$ cat src/rtl/dram_rfsh_pkg.sv
package dram_rfsh_pkg;
   typedef enum logic [2:0] {
      ST_IDLE,
      ST_ROW,
      ST_COL,
      ST_DONE,
      ST_RF_OPEN,
      ST_RF_RESTORE
   } seq_state_t;

   typedef enum logic [1:0] {
      SEL_NONE,
      SEL_REQ_ROW,
      SEL_REQ_COL,
      SEL_REFRESH
   } addr_sel_t;
endpackage

$ cat src/rtl/dram_rfsh_timer.sv
module dram_rfsh_timer #(
   parameter int INT_W = 16
) (
   input  logic             clk,
   input  logic             rst_n,
   input  logic [INT_W-1:0] interval,
   input  logic             take,
   output logic             pending
);
   if (INT_W < 2) begin : g_bad_width
      $error("dram_rfsh_timer: INT_W must be at least 2");
   end

   logic [INT_W-1:0] cnt_q;
   logic             pend_q;

   always_ff @(posedge clk) begin
      if (!rst_n) begin
         cnt_q  <= '0;
         pend_q <= 1'b0;
      end else begin
         if (take) pend_q <= 1'b0;
         if (interval == '0) begin
            cnt_q <= '0;
         end else if (cnt_q >= interval - INT_W'(1)) begin
            cnt_q  <= '0;
            pend_q <= 1'b1;
         end else begin
            cnt_q <= cnt_q + INT_W'(1);
         end
      end
   end

   assign pending = pend_q;


   pend_hold_chk: assert property (@(posedge clk) disable iff (!rst_n)
      (pend_q && !take) |=> pend_q);

   pend_disabled_chk: assert property (@(posedge clk) disable iff (!rst_n)
      (interval == '0 && !pend_q) |=> !pend_q);
endmodule

$ cat src/rtl/dram_rfsh_rowctr.sv
module dram_rfsh_rowctr #(
   parameter int ROW_W    = 11,
   parameter int NUM_ROWS = 2048
) (
   input  logic             clk,
   input  logic             rst_n,
   input  logic             adv,
   output logic [ROW_W-1:0] row
);
   localparam logic [ROW_W-1:0] LAST = ROW_W'(NUM_ROWS - 1);

   if (NUM_ROWS < 2 || NUM_ROWS > (1 << ROW_W)) begin : g_bad_rows
      $error("dram_rfsh_rowctr: NUM_ROWS out of range for ROW_W");
   end

   logic [ROW_W-1:0] row_q;

   if (NUM_ROWS == (1 << ROW_W)) begin : g_natural_wrap
      always_ff @(posedge clk) begin
         if (!rst_n)   row_q <= '0;
         else if (adv) row_q <= row_q + ROW_W'(1);
      end
   end else begin : g_compare_wrap
      always_ff @(posedge clk) begin
         if (!rst_n)   row_q <= '0;
         else if (adv) row_q <= (row_q == LAST) ? '0 : row_q + ROW_W'(1);
      end
   end

   assign row = row_q;


   row_wrap_chk: assert property (@(posedge clk) disable iff (!rst_n)
      (adv && row_q == LAST) |=> row_q == '0);

   row_step_chk: assert property (@(posedge clk) disable iff (!rst_n)
      (adv && row_q != LAST) |=> row_q == $past(row_q) + ROW_W'(1));

   row_hold_chk: assert property (@(posedge clk) disable iff (!rst_n)
      !adv |=> $stable(row_q));
endmodule

$ cat src/rtl/dram_rfsh_amux.sv
module dram_rfsh_amux
   import dram_rfsh_pkg::*;
#(
   parameter int ROW_W  = 11,
   parameter int COL_W  = 11,
   parameter int BUS_W  = 11,
   parameter bit ROW_HI = 1'b1
) (
   input  logic [ROW_W+COL_W-1:0] flat_addr,
   input  logic [ROW_W-1:0]       ref_row,
   input  addr_sel_t              sel,
   output logic [BUS_W-1:0]       bus
);
   if (BUS_W < ROW_W || BUS_W < COL_W) begin : g_bad_bus
      $error("dram_rfsh_amux: BUS_W narrower than a half address");
   end

   logic [ROW_W-1:0] req_row;
   logic [COL_W-1:0] req_col;

   if (ROW_HI) begin : g_row_upper
      assign req_row = flat_addr[ROW_W+COL_W-1:COL_W];
      assign req_col = flat_addr[COL_W-1:0];
   end else begin : g_row_lower
      assign req_row = flat_addr[ROW_W-1:0];
      assign req_col = flat_addr[ROW_W+COL_W-1:ROW_W];
   end

   always_comb begin
      unique case (sel)
         SEL_REQ_ROW: bus = BUS_W'(req_row);
         SEL_REQ_COL: bus = BUS_W'(req_col);
         SEL_REFRESH: bus = BUS_W'(ref_row);
         default:     bus = '0;
      endcase
   end
endmodule

$ cat src/rtl/dram_rfsh_ctrl.sv
module dram_rfsh_ctrl
   import dram_rfsh_pkg::*;
#(
   parameter int ROW_W    = 11,
   parameter int COL_W    = 11,
   parameter int DATA_W   = 4,
   parameter int INT_W    = 16,
   parameter int NUM_ROWS = 2048,
   parameter bit ROW_HI   = 1'b1,
   localparam int ADDR_W  = ROW_W + COL_W,
   localparam int BUS_W   = (ROW_W > COL_W) ? ROW_W : COL_W
) (
   input  logic              clk,
   input  logic              rst_n,
   input  logic [INT_W-1:0]  refresh_interval,
   input  logic              req_valid,
   output logic              req_ready,
   input  logic              req_we,
   input  logic [ADDR_W-1:0] req_addr,
   input  logic [DATA_W-1:0] req_wdata,
   output logic              rsp_valid,
   output logic [DATA_W-1:0] rsp_rdata,
   output logic [BUS_W-1:0]  mem_addr,
   output logic              mem_row_stb,
   output logic              mem_col_stb,
   output logic              mem_we,
   output logic [DATA_W-1:0] mem_wdata,
   input  logic [DATA_W-1:0] mem_rdata
);
   if (ROW_W < 1 || COL_W < 1 || DATA_W < 1) begin : g_bad_params
      $error("dram_rfsh_ctrl: widths must be positive");
   end

   seq_state_t        state_q, state_d;
   logic              ref_pend, ref_take, row_adv, accept;
   logic [ROW_W-1:0]  ref_row;
   logic [ADDR_W-1:0] lat_addr;
   logic              lat_we;
   logic [DATA_W-1:0] lat_wdata, rdata_q;
   addr_sel_t         asel;

   dram_rfsh_timer #(.INT_W(INT_W)) u_timer (
      .clk(clk), .rst_n(rst_n), .interval(refresh_interval),
      .take(ref_take), .pending(ref_pend)
   );

   dram_rfsh_rowctr #(.ROW_W(ROW_W), .NUM_ROWS(NUM_ROWS)) u_rowctr (
      .clk(clk), .rst_n(rst_n), .adv(row_adv), .row(ref_row)
   );

   dram_rfsh_amux #(.ROW_W(ROW_W), .COL_W(COL_W), .BUS_W(BUS_W), .ROW_HI(ROW_HI)) u_amux (
      .flat_addr(lat_addr), .ref_row(ref_row), .sel(asel), .bus(mem_addr)
   );

   assign req_ready = (state_q == ST_IDLE) && !ref_pend;
   assign accept    = req_valid && req_ready;
   assign ref_take  = (state_q == ST_IDLE) && ref_pend;
   assign row_adv   = (state_q == ST_RF_RESTORE);

   always_comb begin
      state_d = state_q;
      unique case (state_q)
         ST_IDLE: begin
            if (ref_pend)       state_d = ST_RF_OPEN;
            else if (req_valid) state_d = ST_ROW;
         end
         ST_ROW:        state_d = ST_COL;
         ST_COL:        state_d = ST_DONE;
         ST_DONE:       state_d = ST_IDLE;
         ST_RF_OPEN:    state_d = ST_RF_RESTORE;
         ST_RF_RESTORE: state_d = ST_IDLE;
         default:       state_d = ST_IDLE;
      endcase
   end

   always_ff @(posedge clk) begin
      if (!rst_n) begin
         state_q   <= ST_IDLE;
         lat_addr  <= '0;
         lat_we    <= 1'b0;
         lat_wdata <= '0;
         rdata_q   <= '0;
      end else begin
         state_q <= state_d;
         if (accept) begin
            lat_addr  <= req_addr;
            lat_we    <= req_we;
            lat_wdata <= req_wdata;
         end
         if (state_q == ST_COL && !lat_we) rdata_q <= mem_rdata;
      end
   end

   always_comb begin
      unique case (state_q)
         ST_ROW:                    asel = SEL_REQ_ROW;
         ST_COL:                    asel = SEL_REQ_COL;
         ST_RF_OPEN, ST_RF_RESTORE: asel = SEL_REFRESH;
         default:                   asel = SEL_NONE;
      endcase
   end

   assign mem_row_stb = state_q inside {ST_ROW, ST_COL, ST_RF_OPEN, ST_RF_RESTORE};
   assign mem_col_stb = (state_q == ST_COL);
   assign mem_we      = (state_q == ST_COL && lat_we) || (state_q == ST_RF_RESTORE);
   assign mem_wdata   = lat_wdata;
   assign rsp_valid   = (state_q == ST_DONE);
   assign rsp_rdata   = rdata_q;


   ready_in_refresh_chk: assert property (@(posedge clk) disable iff (!rst_n)
      (mem_row_stb && !mem_col_stb && $past(mem_row_stb) && !$past(mem_col_stb)) |-> !req_ready);

   col_after_row_chk: assert property (@(posedge clk) disable iff (!rst_n)
      $rose(mem_col_stb) |-> $past(mem_row_stb) && mem_row_stb);

   rsp_single_chk: assert property (@(posedge clk) disable iff (!rst_n)
      rsp_valid |=> !rsp_valid);

   accept_busy_chk: assert property (@(posedge clk) disable iff (!rst_n)
      (req_valid && req_ready) |=> !req_ready ##1 !req_ready ##1 (!req_ready && rsp_valid));

   restore_after_open_chk: assert property (@(posedge clk) disable iff (!rst_n)
      (mem_we && !mem_col_stb) |-> mem_row_stb && $past(mem_row_stb) && !$past(mem_we) && $stable(mem_addr));
endmodule

$ cat config.mk
export PLATFORM = sky130hd
export DESIGN_NAME = dram_rfsh_ctrl
export DESIGN_NICKNAME = d
export VERILOG_FILES = /design/src/rtl/dram_rfsh_pkg.sv /design/src/rtl/dram_rfsh_timer.sv /design/src/rtl/dram_rfsh_rowctr.sv /design/src/rtl/dram_rfsh_amux.sv /design/src/rtl/dram_rfsh_ctrl.sv
export SDC_FILE = /design/constraint.sdc
export NUM_CORES = 1
export LEC_CHECK = 0
export BUFFER_PORTS_ARGS = -buffer_cell sky130_fd_sc_hd__clkbuf_2
export CAP_MARGIN = 0
export CORE_UTILIZATION = 58
export DETAILED_ROUTE_END_ITERATION = 8
export HOLD_SLACK_MARGIN = 0.1
export PLACE_DENSITY = 0.88
export SKIP_CTS_REPAIR_TIMING = 1
export SYNTH_ARGS = -nofsm -noshare
export SYNTH_HDL_FRONTEND = slang
export SYNTH_SLANG_ARGS = --single-unit
export TNS_END_PERCENT = 30
$ cat constraint.sdc
create_clock -name clk -period 6.8 [get_ports clk]
set_input_delay 0.68 -clock clk [delete_from_list [all_inputs] [get_ports clk]]
set_output_delay 0.68 -clock clk [all_outputs]
set_load 0.1 [all_outputs]
==> impl_results.html <==
<table>
<tr><th>Metric</th><th>Value</th></tr>
<tr><th colspan="2">Run status</th></tr>
<tr><td>Outcome</td><td>finished, final reports clean</td></tr>
<tr><th colspan="2">CTS</th></tr>
<tr><td>Cell chosen for the clock root</td><td>sky130_fd_sc_hd__clkbuf_8</td></tr>
<tr><td>Maximum clock path buffer count</td><td>2</td></tr>
<tr><td>Num CTS Buffers</td><td>9</td></tr>
<tr><td>Clock latency on the worst-skew pair</td><td>340 ps</td></tr>
<tr><td>Deepest level of the CTS H-tree</td><td>3</td></tr>
<tr><td>Clk slew on worst S/H paths</td><td>70 ps</td></tr>
<tr><td>Clock tree from TritonCTS</td><td>done</td></tr>
<tr><td>Number of sinks handled by clock tree synthesis</td><td>62</td></tr>
<tr><th colspan="2">Worst setup path</th></tr>
<tr><td>Biggest cell delay along the critical path</td><td>500 ps</td></tr>
<tr><td>Start of the worst register-to-register path</td><td>state_q[1]$_SDFFE_PN0P_</td></tr>
<tr><td>FF-to-FF End</td><td>rsp_rdata[2]$_SDFFE_PN0P_</td></tr>
<tr><td>Crit path max-delay cell type</td><td>sky130_fd_sc_hd__or4b_4</td></tr>
<tr><td>Worst setup SP type</td><td>primary input</td></tr>
<tr><td>Critical Path AT</td><td>3790 ps</td></tr>
<tr><td>Worst Path Class, Setup</td><td>in -&gt; reg</td></tr>
<tr><td>Path length in cells of the critical path</td><td>13</td></tr>
<tr><td>Crit path capture</td><td>u_timer.cnt_q[14]$_SDFF_PP0_</td></tr>
<tr><td>Critical path, cell by cell</td><td>clkbuf_2 -&gt; inv_1 -&gt; ha_1 -&gt; or4b_4 -&gt; or3_4 -&gt; nor3_1 -&gt; xnor2_1 -&gt; ha_1 -&gt; nand4_1 -&gt; or3_1 -&gt; or4_1 -&gt; nand4_4 -&gt; nor2_1</td></tr>
<tr><td>Critical Path End Type</td><td>flop</td></tr>
<tr><td>Internal reg-to-reg setup slack</td><td>4340 ps</td></tr>
<tr><td>Req. time, crit path</td><td>7020 ps</td></tr>
<tr><td>Number of cells on the worst reg-to-reg path</td><td>4</td></tr>
<tr><td>Crit path launch</td><td>refresh_interval[0]</td></tr>
<tr><td>Buffers and inverters on the worst path</td><td>2</td></tr>
<tr><td>Cell repeated most along the worst path</td><td>sky130_fd_sc_hd__ha_1</td></tr>
<tr><td>Highest fanout seen on the critical path</td><td>16</td></tr>
<tr><td>Delay-heaviest family, CP</td><td>simple AND/OR/NAND/NOR gates</td></tr>
<tr><th colspan="2">Place</th></tr>
<tr><td>Gp weighted congestion</td><td>0.789</td></tr>
<tr><td>Number of instances in the placed design</td><td>520</td></tr>
<tr><td>Buffers added on ports</td><td>73</td></tr>
<tr><td>Placed wire-length estimate</td><td>5.32 mm</td></tr>
<tr><th colspan="2">Pwr</th></tr>
<tr><td>Worst IR drop on VDD</td><td>0.134 mV</td></tr>
<tr><td>Relative contribution of the clock network to total power</td><td>35.3%</td></tr>
<tr><td>Gate power share</td><td>20.1%</td></tr>
<tr><td>Cell internal pwr</td><td>595 uW</td></tr>
<tr><td>Fraction of power spent switching nets</td><td>33.2%</td></tr>
<tr><td>Reported net switching power</td><td>296 uW</td></tr>
<tr><td>Register share of total power</td><td>44.6%</td></tr>
<tr><td>Static power due to leakage</td><td>1.56 nW</td></tr>
<tr><td>Total power divided by cell area</td><td>236 nW/um2</td></tr>
<tr><th colspan="2">Yosys</th></tr>
<tr><td>Total nets after synthesis</td><td>463</td></tr>
<tr><td>Synthesized instance count</td><td>394</td></tr>
<tr><td>Cell with the most instances after synthesis</td><td>sky130_fd_sc_hd__nand2_1</td></tr>
<tr><td>Synth cell types</td><td>38</td></tr>
<tr><td>Synthesis Warnings</td><td>0</td></tr>
<tr><td>Average cell area after synthesis</td><td>8.09 um2</td></tr>
<tr><td>Top cell types by occurrence after synthesis</td><td>77 x sky130_fd_sc_hd__nand2_1, 62 x sky130_fd_sc_hd__dfxtp_1, 40 x sky130_fd_sc_hd__nor2_1</td></tr>
<tr><td>Fraction of synthesized cell area taken by the top area cell type</td><td>38.9%</td></tr>
<tr><td>Netlist area before placement</td><td>3190 um2</td></tr>
<tr><td>Number of flops mapped to enable cells by yosys</td><td>0</td></tr>
<tr><td>Seq cells post-synth</td><td>62</td></tr>
<tr><td>Most instantiated flip-flop cell in the synthesis netlist</td><td>sky130_fd_sc_hd__dfxtp_1</td></tr>
<tr><td>Asr flop ratio synth</td><td>0%</td></tr>
<tr><td>Largest cells by area after synthesis</td><td>sky130_fd_sc_hd__dfxtp_1 39%, sky130_fd_sc_hd__nand2_1 9.1%, sky130_fd_sc_hd__ha_1 7.5%</td></tr>
<tr><td>Sequential-to-total area share from yosys stat</td><td>38.9%</td></tr>
<tr><td>Post-synthesis cell type with the largest combined area</td><td>sky130_fd_sc_hd__dfxtp_1</td></tr>
<tr><th colspan="2">Route</th></tr>
<tr><td>Routed wire length</td><td>7.36 mm</td></tr>
<tr><td>Post-detailed-route wirelength per cell</td><td>13.7 um</td></tr>
<tr><td>Number of vias per cell after detailed routing</td><td>5.65</td></tr>
<tr><td>Vias</td><td>3029</td></tr>
<tr><td>Number of design rule violations left after detail routing</td><td>0</td></tr>
<tr><td>Antenna-violating nets left</td><td>0</td></tr>
<tr><td>Pre-Repair DR Iteration Count</td><td>7</td></tr>
<tr><td>Count of routing violations after the opening detailed-route iteration</td><td>210</td></tr>
<tr><th colspan="2">Floorplanning</th></tr>
<tr><td>Die X</td><td>76.2 um</td></tr>
<tr><td>Die outline height</td><td>76.2 um</td></tr>
<tr><td>Rows</td><td>26</td></tr>
<tr><td>Initial Utilization</td><td>61.3%</td></tr>
<tr><td>Total die area</td><td>5800 um2</td></tr>
<tr><td>Core outline area</td><td>5200 um2</td></tr>
<tr><td>Total I/O pin count</td><td>74</td></tr>
<tr><th colspan="2">Global routing</th></tr>
<tr><td>Met3 usage in global routing</td><td>5.87%</td></tr>
<tr><td>Met1 GRT Util</td><td>32.0%</td></tr>
<tr><td>Via count of the first global-routing pass</td><td>2865</td></tr>
<tr><td>GRT Total Usage</td><td>27.0%</td></tr>
<tr><td>Global-route congestion overflow total</td><td>0</td></tr>
<tr><td>Pin count of the biggest net entering global routing</td><td>45</td></tr>
<tr><td>Most heavily used metal layer in global routing</td><td>met2</td></tr>
<tr><td>Antenna violations before repair</td><td>0</td></tr>
<tr><td>First-pass GRT wire length</td><td>12.6 mm</td></tr>
<tr><td>Global-route met2 utilization</td><td>45.5%</td></tr>
<tr><th colspan="2">Timing</th></tr>
<tr><td>Max Freq</td><td>280 MHz</td></tr>
<tr><td>Final setup violation count</td><td>0</td></tr>
<tr><td>Post-Route Setup TNS</td><td>0 ps</td></tr>
<tr><td>Number of pins with negative max-slew slack in the final report</td><td>0</td></tr>
<tr><td>Final critical delay including setup and external delays</td><td>3570 ps</td></tr>
<tr><td>Max-Slew Margin vs Limit</td><td>36.3%</td></tr>
<tr><td>Final period util</td><td>52.5%</td></tr>
<tr><td>Actual transition at the worst max-transition pin</td><td>955 ps</td></tr>
<tr><td>RSZ-0062 raised after global routing</td><td>false</td></tr>
<tr><td>Worst-case clock skew</td><td>8.55 ps</td></tr>
<tr><td>Count of final hold-check violations</td><td>0</td></tr>
<tr><th colspan="2">Cells and area</th></tr>
<tr><td>Count of nets after finishing</td><td>530</td></tr>
<tr><td>Count of inserted antenna diode cells</td><td>0</td></tr>
<tr><td>Non-filler instance count after layout</td><td>536</td></tr>
<tr><td>Multi-input gate area in the final layout</td><td>1850 um2</td></tr>
<tr><td>Fill cells</td><td>397</td></tr>
<tr><td>Total area of sequential cells</td><td>1240 um2</td></tr>
<tr><td>P&amp;R area growth vs syn</td><td>18.4%</td></tr>
<tr><td>Layout cell share with drive strength beyond 1</td><td>20.6%</td></tr>
<tr><th colspan="2">Hold path</th></tr>
<tr><td>Kind of path behind the tightest hold check</td><td>reg -&gt; reg</td></tr>
<tr><th colspan="2">Flow run</th></tr>
<tr><td>Max_cap viols</td><td>0</td></tr>
</table>
-- cell usage in the layout, fill, tap and decap left out, types with 2 or more instances in the layout --
| master | netlist | layout |
|---|---|---|
| sky130_fd_sc_hd__nand3_1 | 13 | 13 |
| sky130_fd_sc_hd__and4_1 | 2 | 2 |
| sky130_fd_sc_hd__nand4_1 | 7 | 7 |
| sky130_fd_sc_hd__and3_1 | 5 | 5 |
| sky130_fd_sc_hd__o21ai_0 | 17 | 17 |
| sky130_fd_sc_hd__dfxtp_1 | 62 | 62 |
| sky130_fd_sc_hd__xor2_1 | 17 | 17 |
| sky130_fd_sc_hd__a2111oi_0 | 2 | 2 |
| sky130_fd_sc_hd__clkinv_4 | 0 | 2 |
| sky130_fd_sc_hd__buf_4 | 0 | 2 |
| sky130_fd_sc_hd__nor3_1 | 11 | 11 |
| sky130_fd_sc_hd__mux2i_1 | 5 | 5 |
| sky130_fd_sc_hd__nor4_1 | 3 | 3 |
| sky130_fd_sc_hd__ha_1 | 19 | 19 |
| sky130_fd_sc_hd__or4_1 | 3 | 3 |
| sky130_fd_sc_hd__clkbuf_8 | 0 | 9 |
| sky130_fd_sc_hd__xnor2_1 | 21 | 21 |
| sky130_fd_sc_hd__a22oi_1 | 11 | 11 |
| sky130_fd_sc_hd__nand2_1 | 77 | 77 |
| sky130_fd_sc_hd__a21oi_1 | 33 | 33 |
| sky130_fd_sc_hd__nor2b_1 | 3 | 3 |
| sky130_fd_sc_hd__or3_1 | 4 | 4 |
| sky130_fd_sc_hd__clkbuf_2 | 0 | 73 |
| sky130_fd_sc_hd__and2_1 | 2 | 2 |
| sky130_fd_sc_hd__nor2_1 | 40 | 40 |
| sky130_fd_sc_hd__clkinvlp_4 | 0 | 3 |
| sky130_fd_sc_hd__inv_1 | 4 | 4 |
-- sequential cells by signal, indices dropped and copies added (netlist names) --
| signal | count |
|---|---|
| u_timer.cnt_q | 16 |
| lat_we | 1 |
| u_timer.pending | 1 |
| rsp_rdata | 4 |
| state_q | 3 |
| lat_addr | 22 |
| mem_wdata | 4 |
| u_rowctr.row | 11 |
-- area by class of cell --
type | instances | share of cell area, %
multi-input combinational | 308 | 49.0
tap | 70 | 2.32
sequential | 62 | 32.9
inverter | 5 | 0.497
timing repair buffer | 75 | 10.1
clock inverter | 7 | 1.99
clock buffer | 9 | 3.28
-- metrics by stage --
step | util, % | worst slack [ps] | power (mW) | hold slack [ps] | cell area, um2
global route | 72.6 | 2990 | 0.930 | 478 | 3780
CTS | 72.6 | 3230 | 0.895 | 460 | 3780
floorplan | - | 1940 | 0.537 | 436 | 3190
finish | 72.6 | 3230 | 0.890 | 457 | 3780
global placement | 68.8 | 2980 | 0.577 | 442 | 3580
detailed placement | 68.8 | 2870 | 0.582 | 450 | 3580
-- worst min path at each step --
stage,from,end,slack [ps],depth (start not counted)
global placement,mem_wdata[1]$_SDFFE_PN0P_,mem_wdata[1]$_SDFFE_PN0P_,440,2
floorplan,lat_addr[15]$_SDFFE_PN0P_,lat_addr[15]$_SDFFE_PN0P_,440,2
detailed placement,lat_addr[15]$_SDFFE_PN0P_,lat_addr[15]$_SDFFE_PN0P_,450,2
finish,mem_wdata[3]$_SDFFE_PN0P_,mem_wdata[3]$_SDFFE_PN0P_,460,2
CTS,lat_addr[14]$_SDFFE_PN0P_,lat_addr[14]$_SDFFE_PN0P_,460,2
global route,mem_wdata[0]$_SDFFE_PN0P_,mem_wdata[0]$_SDFFE_PN0P_,480,2
-- power groups by stage --
stage	logic, mW	registers (mW)	clock network, mW
after global placement	0.174	0.404	0
after floorplan	0.116	0.421	0
after CTS	0.179	0.396	0.320
final	0.179	0.397	0.315
after global routing	0.192	0.399	0.339
after detailed placement	0.178	0.404	0
-- worst register-to-register path: stages, from the launching register on --
cell and delay (ps):
sky130_fd_sc_hd__dfxtp_1 750, sky130_fd_sc_hd__nor3b_1 760, sky130_fd_sc_hd__nor2b_1 520, sky130_fd_sc_hd__mux2i_1 260, sky130_fd_sc_hd__nor2_1 50
-- routing by layer --
metal / vias up / part of all wire [%]
met1: 1392 / 42
met4: 0 / 3.0
met2: 117 / 49
met3: 24 / 5.4
li1: 1496 / -
met5: - / 0
-- cell families (layout without fill, tap and decap cells) --
| logic type | Yosys count | count (layout) | synth area share [%] |
|---|---|---|---|
| fa+ha+maj | 19 | 19 | 7.45 |
| simple gates | 177 | 177 | 26.0 |
| xor+xnor | 38 | 38 | 10.4 |
| mux | 5 | 5 | 1.57 |
| compound gates | 69 | 69 | 12.6 |
| flops | 62 | 62 | 38.9 |
| buf+inv | 24 | 96 | 3.06 |
Power figures use the tool's default switching activity.
